--- config.mk ---
export PLATFORM = sky130hd
export DESIGN_NAME = lookahead_fifo
export DESIGN_NICKNAME = d
export VERILOG_FILES = /design/src/rtl/lookahead_fifo_pkg.sv /design/src/rtl/lookahead_fifo_ptrs.sv /design/src/rtl/lookahead_fifo_store.sv /design/src/rtl/lookahead_fifo_flags.sv /design/src/rtl/lookahead_fifo.sv
export SDC_FILE = /design/constraint.sdc
export NUM_CORES = 1
export LEC_CHECK = 0
export CORE_UTILIZATION = 30
export DETAILED_ROUTE_END_ITERATION = 7
export GPL_ROUTABILITY_DRIVEN = 0
export PLACE_DENSITY = 0.49
export RECOVER_POWER = 50
export SETUP_SLACK_MARGIN = 0.2
export SYNTH_ARGS = -nofsm -noshare
export SYNTH_HDL_FRONTEND = slang
export SYNTH_SLANG_ARGS = --single-unit
export TNS_END_PERCENT = 1
--- constraint.sdc ---
create_clock -name clk -period 4.4 [get_ports clk]
set_input_delay 0.44 -clock clk [delete_from_list [all_inputs] [get_ports clk]]
set_output_delay 0.44 -clock clk [all_outputs]
set_load 0.05 [all_outputs]
--- src/rtl/lookahead_fifo_pkg.sv ---
package lookahead_fifo_pkg;

   typedef struct packed {
      logic empty_n;
      logic one_left_n;
      logic two_left_n;
      logic full_n;
   } occ_flags_t;

   localparam occ_flags_t FLAGS_AT_ZERO = '{empty_n: 1'b0, one_left_n: 1'b0,
                                            two_left_n: 1'b0, full_n: 1'b1};

endpackage

--- src/rtl/lookahead_fifo_ptrs.sv ---
module lookahead_fifo_ptrs #(
   parameter int ADDR_W = 4
) (
   input  logic              clk,
   input  logic              rst_n,
   input  logic              clear,
   input  logic              wr_go,
   input  logic              rd_go,
   output logic [ADDR_W-1:0] wptr,
   output logic [ADDR_W-1:0] rptr,
   output logic [ADDR_W-1:0] occ
);

   always_ff @(posedge clk or negedge rst_n) begin
      if (!rst_n) begin
         wptr <= '0;
         rptr <= '0;
      end else if (clear) begin
         wptr <= '0;
         rptr <= '0;
      end else begin
         if (wr_go) wptr <= wptr + 1'b1;
         if (rd_go) rptr <= rptr + 1'b1;
      end
   end

   assign occ = wptr - rptr;

endmodule

--- src/rtl/lookahead_fifo_store.sv ---
module lookahead_fifo_store #(
   parameter int ADDR_W = 4,
   parameter int DATA_W = 16
) (
   input  logic              clk,
   input  logic              we,
   input  logic [ADDR_W-1:0] waddr,
   input  logic [DATA_W-1:0] wdata,
   input  logic [ADDR_W-1:0] raddr,
   output logic [DATA_W-1:0] rdata
);

   localparam int DEPTH = 1 << ADDR_W;

   logic [DATA_W-1:0] mem [DEPTH];

   always_ff @(posedge clk) begin
      if (we) mem[waddr] <= wdata;
   end

   assign rdata = mem[raddr];

endmodule

--- src/rtl/lookahead_fifo_flags.sv ---
module lookahead_fifo_flags
   import lookahead_fifo_pkg::*;
#(
   parameter int ADDR_W    = 4,
   parameter bit REG_FLAGS = 1'b1
) (
   input  logic              clk,
   input  logic              rst_n,
   input  logic [ADDR_W-1:0] occ,
   output occ_flags_t        flags
);

   occ_flags_t decoded;

   always_comb begin
      decoded.empty_n    = (occ != '0);
      decoded.one_left_n = (occ > ADDR_W'(1));
      decoded.two_left_n = (occ > ADDR_W'(2));
      decoded.full_n     = (occ != {ADDR_W{1'b1}});
   end

   generate
      if (REG_FLAGS) begin : g_reg
         always_ff @(posedge clk or negedge rst_n) begin
            if (!rst_n) flags <= FLAGS_AT_ZERO;
            else        flags <= decoded;
         end
      end else begin : g_comb
         assign flags = decoded;
      end
   endgenerate

endmodule

--- src/rtl/lookahead_fifo.sv ---
module lookahead_fifo
   import lookahead_fifo_pkg::*;
#(
   parameter int ADDR_W    = 4,
   parameter int DATA_W    = 16,
   parameter bit REG_FLAGS = 1'b1
) (
   input  logic              clk,
   input  logic              rst_n,
   input  logic              rx_active,
   input  logic              tx_active,
   input  logic              wr_en,
   input  logic [DATA_W-1:0] wr_data,
   input  logic              pop_en,
   input  logic              look_en,
   output logic [DATA_W-1:0] rd_data,
   output logic              empty_n,
   output logic              one_left_n,
   output logic              two_left_n,
   output logic              full_n,
   output logic              overrun
);

   generate
      if (ADDR_W < 2) begin : g_bad_addr
         $error("lookahead_fifo: ADDR_W must be at least 2");
      end
      if (DATA_W < 1) begin : g_bad_data
         $error("lookahead_fifo: DATA_W must be at least 1");
      end
   endgenerate

   logic [ADDR_W-1:0] wptr, rptr, occ;
   logic [DATA_W-1:0] head;
   logic              clear, is_empty, is_full, wr_go, rd_go;
   occ_flags_t        flags;

   assign clear    = !(rx_active || tx_active);
   assign is_empty = (occ == '0);
   assign is_full  = (occ == {ADDR_W{1'b1}});
   assign wr_go    = wr_en && !is_full && !clear;
   assign rd_go    = pop_en && !is_empty && !clear;

   lookahead_fifo_ptrs #(.ADDR_W(ADDR_W)) u_ptrs (
      .clk   (clk),
      .rst_n (rst_n),
      .clear (clear),
      .wr_go (wr_go),
      .rd_go (rd_go),
      .wptr  (wptr),
      .rptr  (rptr),
      .occ   (occ)
   );

   lookahead_fifo_store #(.ADDR_W(ADDR_W), .DATA_W(DATA_W)) u_store (
      .clk   (clk),
      .we    (wr_go),
      .waddr (wptr),
      .wdata (wr_data),
      .raddr (rptr),
      .rdata (head)
   );

   lookahead_fifo_flags #(.ADDR_W(ADDR_W), .REG_FLAGS(REG_FLAGS)) u_flags (
      .clk   (clk),
      .rst_n (rst_n),
      .occ   (occ),
      .flags (flags)
   );

   always_ff @(posedge clk or negedge rst_n) begin
      if (!rst_n) overrun <= 1'b0;
      else        overrun <= wr_en && is_full && !clear;
   end

   assign rd_data    = ((pop_en || look_en) && !is_empty) ? head : '0;
   assign empty_n    = flags.empty_n;
   assign one_left_n = flags.one_left_n;
   assign two_left_n = flags.two_left_n;
   assign full_n     = flags.full_n;

endmodule

Word-level counts from Yosys, hierarchy flattened
Memories as Yosys holds them, arrays and structs flattened.
Index checks and enable logic that the tools add are counted.
W data, S select, Z words.
{"block": "classes", "add_sub_neg": 3, "order_cmp": 2, "n_eq_ne": 4, "muxes": 7, "reduce_logical": 13}
{"op": "$mux W16", "count": 1}
{"op": "$mux W4", "count": 4}
{"op": "$add A4 B1 Y4 const B", "count": 2}
{"op": "$logic_and A1 B1 Y1", "count": 7}
{"op": "$eq A4 B4 Y1 const B", "count": 1}
{"op": "$gt A4 B1 Y1 const B", "count": 1}
{"op": "$gt A4 B2 Y1 const B", "count": 1}
{"op": "$logic_not A4 Y1", "count": 1}
{"op": "$ne A4 B4 Y1 const B", "count": 1}
{"op": "$reduce_bool A4 Y1", "count": 1}
{"op": "$sub A4 B4 Y4", "count": 1}
{"op": "$logic_not A1 Y1", "count": 2}
{"op": "$logic_or A1 B1 Y1", "count": 2}
{"op": "$mux W1", "count": 2}
{"op": "$ne A2 B1 Y1 const B", "count": 1}
{"op": "$ne A2 B2 Y1 const B", "count": 1}
{"block": "word_totals", "register_bits": 13, "ram_bits": 256, "word_cells": 37, "memories": 1}
{"name": "u_store.mem", "depth": 16, "width": 16, "read_ports": 1, "rd_clocked_by_memory_dff": 0, "write_ports": 1, "line_no": "lookahead_fifo_store.sv:15", "source": "logic [DATA_W-1:0] mem [DEPTH];"}

Logic depth before layout (Yosys ltp)
{"block": "depth", "depth_word": 7, "mapped_depth": 10}

Cells and area by module
Synthesis repeated with hierarchy kept, for this count alone.
{"block": "hier_totals", "hier_cells": 499, "hier_area_um2": 10531.4}
{"module": "lookahead_fifo_store", "instances": 1, "cells_each": 416, "area_per_inst_um2": 9723.1, "seq_area_each_um2": 7687.4}
{"module": "lookahead_fifo_ptrs", "instances": 1, "cells_each": 47, "area_per_inst_um2": 474.2, "seq_area_each_um2": 200.2}
{"module": "lookahead_fifo", "instances": 1, "cells_each": 28, "area_per_inst_um2": 202.7, "seq_area_each_um2": 25.0}
{"module": "lookahead_fifo_flags", "instances": 1, "cells_each": 8, "area_per_inst_um2": 131.4, "seq_area_each_um2": 101.3}

Worst setup path after synthesis
OpenSTA, ideal clock, no wires.
{"block": "synth_path", "path_kind": "reg2reg", "start": "reg u_ptrs.rptr[1]", "end": "mem u_store.mem[0][0] (enable)", "setup_ns": 0.409, "arrival_time_ns": 3.238, "required_ns": 3.991, "setup_slack_ns": 0.753, "stages_incl_launch_ff": 11, "synth_period_minus_slack_ns": 3.647, "path_cell_list": "dfrtp_1 buf_1 buf_2 inv_1 ha_1 nand3b_1 and3_1 o21ai_1 buf_2 nand3_1 nor3_1"}
{"block": "synth_via", "elab_chain_len": 7}
{"item": "start, declared", "line_no": "lookahead_fifo_ptrs.sv:10", "source": "output logic [ADDR_W-1:0] rptr,"}
{"item": "start signal, assigned", "line_no": "lookahead_fifo_ptrs.sv:23", "source": "if (rd_go) rptr <= rptr + 1'b1;"}
{"item": "$sub A4 B4 Y4", "line_no": "lookahead_fifo_ptrs.sv:27", "source": "assign occ = wptr - rptr;"}
{"item": "$eq A4 B4 Y1", "line_no": "lookahead_fifo.sv:40", "source": "assign is_full = (occ == {ADDR_W{1'b1}});"}
{"item": "$logic_not A1 Y1", "line_no": "lookahead_fifo.sv:41", "source": "assign wr_go = wr_en && !is_full && !clear;"}
{"item": "$logic_and A1 B1 Y1 (2 in series)", "line_no": "lookahead_fifo.sv:41"}
{"item": "$mux W1", "line_no": "lookahead_fifo_store.sv:18", "source": "if (we) mem[waddr] <= wdata;"}
{"item": "$mux W1 (not written as such)", "line_no": "lookahead_fifo_store.sv:18"}
{"item": "end, declared", "line_no": "lookahead_fifo_store.sv:15"}
No other way between the ends.

Worst setup path after layout
{"block": "layout_path", "start": "reg u_ptrs.rptr[0]", "end": "out rd_data[13]"}
{"block": "layout_via", "elab_chain_len": 5, "word_cells_on_any_way": 6}
{"item": "$sub A4 B4 Y4", "line_no": "lookahead_fifo_ptrs.sv:27"}
{"item": "$logic_not A4 Y1", "line_no": "lookahead_fifo.sv:39", "source": "assign is_empty = (occ == '0);"}
{"item": "$logic_not A1 Y1", "line_no": "lookahead_fifo.sv:76", "source": "assign rd_data = ((pop_en || look_en) && !is_empty) ? head : '0;"}
{"item": "$logic_and A1 B1 Y1", "line_no": "lookahead_fifo.sv:76"}
{"item": "$mux W16 *", "line_no": "lookahead_fifo.sv:76"}
{"item": "end, declared", "line_no": "lookahead_fifo.sv:16", "source": "output logic [DATA_W-1:0] rd_data,"}
Every way passes the cells marked *; elsewhere a longest branch is shown, timed or not.

==> qor.txt <==
maximum ir drop on the vdd rail = 0.345 mV
HP Class = in2async
stage delay of the slowest cell on the critical path = 0.69 ns
share of the cycle needed by the critical path after routing = 0.905
post-route clock skew = 0.00985 ns
Std-Cell Rows = 68
Hold Violations, Final = 0
IO Pins = 44
worst setup path category = reg2out
distinct cell type count of the synthesized netlist = 40
final setup TNS = 0 ns
clk root buf = sky130_fd_sc_hd__clkbuf_16
Synth Register Bits = 269
kind of start point of the critical path = flip-flop
Clock Sinks = 269
Total Routed Length = 23.7 mm
TritonCTS clock tree = yes
fin worst setup slack = 0.418 ns
layout net count = 582
status = finished, final reports clean
worst slew pin tran = 0.912 ns
synthesized instance count = 473
commonest non-fill, non-tap cells in the layout = sky130_fd_sc_hd__edfxtp_1 (256), sky130_fd_sc_hd__mux4_2 (67), sky130_fd_sc_hd__buf_4 (40)
total of endpoints with negative setup slack in the final report = 0
number of max-slew violations in the final report = 0
setup slack after placement = 0.611 ns
ratio of cells with drive above 1 in the final layout = 0.308
via count of the first global-routing pass = 5364
Crit Path Max Fanout = 25
total die area = 36500 sq um
Critical Path AT = 3.54 ns
number of buffers inserted during clock tree synthesis = 29
antenna violations before repair = 0
cell breakdown of the critical path = ha_1, fa_1, xor2_1, nand3_1, or3_1, o21ai_4, buf_4, nor2b_4, buf_4
first-pass iteration count of the detailed router = 4
mapped cell area = 10700 sq um
horizontal extent of the die = 191 um
most frequent CP cell = sky130_fd_sc_hd__buf_4
post-synth top area cell = sky130_fd_sc_hd__edfxtp_1
post-synth top area share = 0.717
net count after synthesis = 505
insertion delay of the later-clocked pin in the worst-skew pair = 0.53 ns
clk buf depth = 3
Post-CTS Hold Fix Bufs = 0
Congestion Overflow GR = 0
pin count of the biggest net entering global routing = 63
Post-Synthesis Mean Instance Area = 22.7 sq um
Area Growth Syn to Fin = 18.0%
first-pass GRT wire length = 35.5 mm
LEAKAGE = 4.04 nW
antenna-violating nets left = 0
core area = 34900 sq um
Achievable Freq = 251 MHz
Setup crit end kind = output port
die outline height = 191 um
clock period minus final worst setup slack = 3.98 ns
Clock transition at path regs = 0.06 ns
vias = 4891
drt initial violations = 352
initial core utilization = 0.307
top cells by area, synth = sky130_fd_sc_hd__edfxtp_1 (72%), sky130_fd_sc_hd__mux4_2 (14%), sky130_fd_sc_hd__mux4_1 (3.2%), sky130_fd_sc_hd__dfrtp_1 (2.8%), sky130_fd_sc_hd__ha_1 (0.93%)
Via-to-Cell Ratio = 4.78
register area share after synthesis = 0.748
headroom to the max-slew limit = 0.392
master of the slowest instance on the critical path = sky130_fd_sc_hd__dfrtp_4
input/output buffers = 43
routed wire length per instance = 23.1 um
final HPWL from detailed placement = 14.5 mm
total track usage = 0.134
max-capacitance violation count = 0
antenna diode instance count = 0
leading cell type in the layout, fill and taps excluded = sky130_fd_sc_hd__edfxtp_1
Syn. warnings = 0
H-tree levels = 1
setup repair after global routing missed its margin = false
required time worst endpoint = 3.96 ns
Pwr Density = 629 nW/um^2
DRC violations left = 0
through the flow:
stage                     cells   util  cell area (sq um)  hold WS [ns]  power [mW]
final                      1024  0.363              12600         0.387        7.96
after global routing       1024  0.363              12600         0.428        8.30
after CTS                  1024  0.362              12600         0.312        8.09
after detailed placement    974  0.336              11700         0.595        5.77
after global placement      974  0.336              11700         0.572        5.75
after floorplan             473      -              10700         0.144        5.05
Yosys cell counts, drive strengths merged:
cell    count
buf        19
mux4       80
or3         3
o31ai       1
clkbuf      3
and3        1
and2        1
nand2b      2
nor2       16
nand3b      1
o211ai      1
xor2        3
a21oi       8
dfstp       1
a41o        1
o21ai       5
nor3        6
or2         1
nand3      11
ha          8
dfrtp      12
a31oi       1
nor2b      17
a21o        2
edfxtp    256
xnor2       1
inv         6
nand4       1
nand2       4
fa          1
report_power, final:
| group | leakage [nW] | internal [mW] | switching [mW] |
|---|---|---|---|
| registers | 2.47 | 2.97 | 0.128 |
| logic | 1.14 | 1.08 | 1.47 |
| clock network | 0.438 | 1.38 | 0.932 |
| total | 4.04 | 5.43 | 2.53 |
per-layer routing:
metal / vias to the layer above / GRT usage / share of wire
met2: 102 / 0.237 / 0.52
met3: 31 / 0.0169 / 0.041
met5: - / 0 / 0
li1: 2153 / - / -
met4: 0 / 0.0320 / 0.021
met1: 2605 / 0.173 / 0.42
cells by family after synthesis:
logic type      after synthesis  synth area share
compound gates               19            0.0112
flops                       269             0.748
fa+ha+maj                     9            0.0112
xor+xnor                      4           0.00327
buf+inv                      28            0.0197
mux                          80             0.173
simple gates                 64            0.0343
final cells by class:
class                      count  area [sq um]
timing repair buffer          68           582
fill                        3225         22200
multi-input combinational    176          2550
sequential                   269          8020
tap                          455           569
clock inverter                14           150
clock buffer                  36           752
inverter                       6          22.5
flip-flops by register name, summed over array words and instances, names as in the netlist:
| name | cells |
|---|---|
| overrun | 1 |
| u_ptrs.wptr | 4 |
| u_store.mem | 256 |
| u_flags.flags | 4 |
| u_ptrs.rptr | 4 |
critical path, delay by kind of cell, from the launching register on:
family	cells	cell delay, ns
XOR/XNOR	1	0.29
AND/OR/NAND/NOR	3	0.59
buffers and inverters	2	0.49
flip-flops	1	0.69
adder cells (fa/ha/maj)	2	0.69
AO/OA/AOI/OAI	1	0.25
timing repair:
item                                    in CTS  in global routing
gates resized for setup                      1                  1
gates cloned                                 0                  0
buffers inserted                             0                  0
endpoints found under the setup margin      12                  5
worst paths after layout:
check | depth (start not counted) | slack (ns) | from | to
max | 9 | 0.42 | u_ptrs.rptr[0] | rd_data[13]
min | 1 | 0.39 | rst_n | u_flags.flags[3]
max reg2reg | 8 | 0.70 | u_ptrs.rptr[0] | u_store.mem[7][7]
min reg2reg | 2 | 0.61 | u_ptrs.rptr[2] | u_ptrs.rptr[2]
max in group asynchronous | 1 | 3.52 | rst_n | u_ptrs.rptr[0]
min in group clk | 2 | 0.61 | u_ptrs.rptr[2] | u_ptrs.rptr[2]
Note: power is estimated with default switching activity, not from simulation.
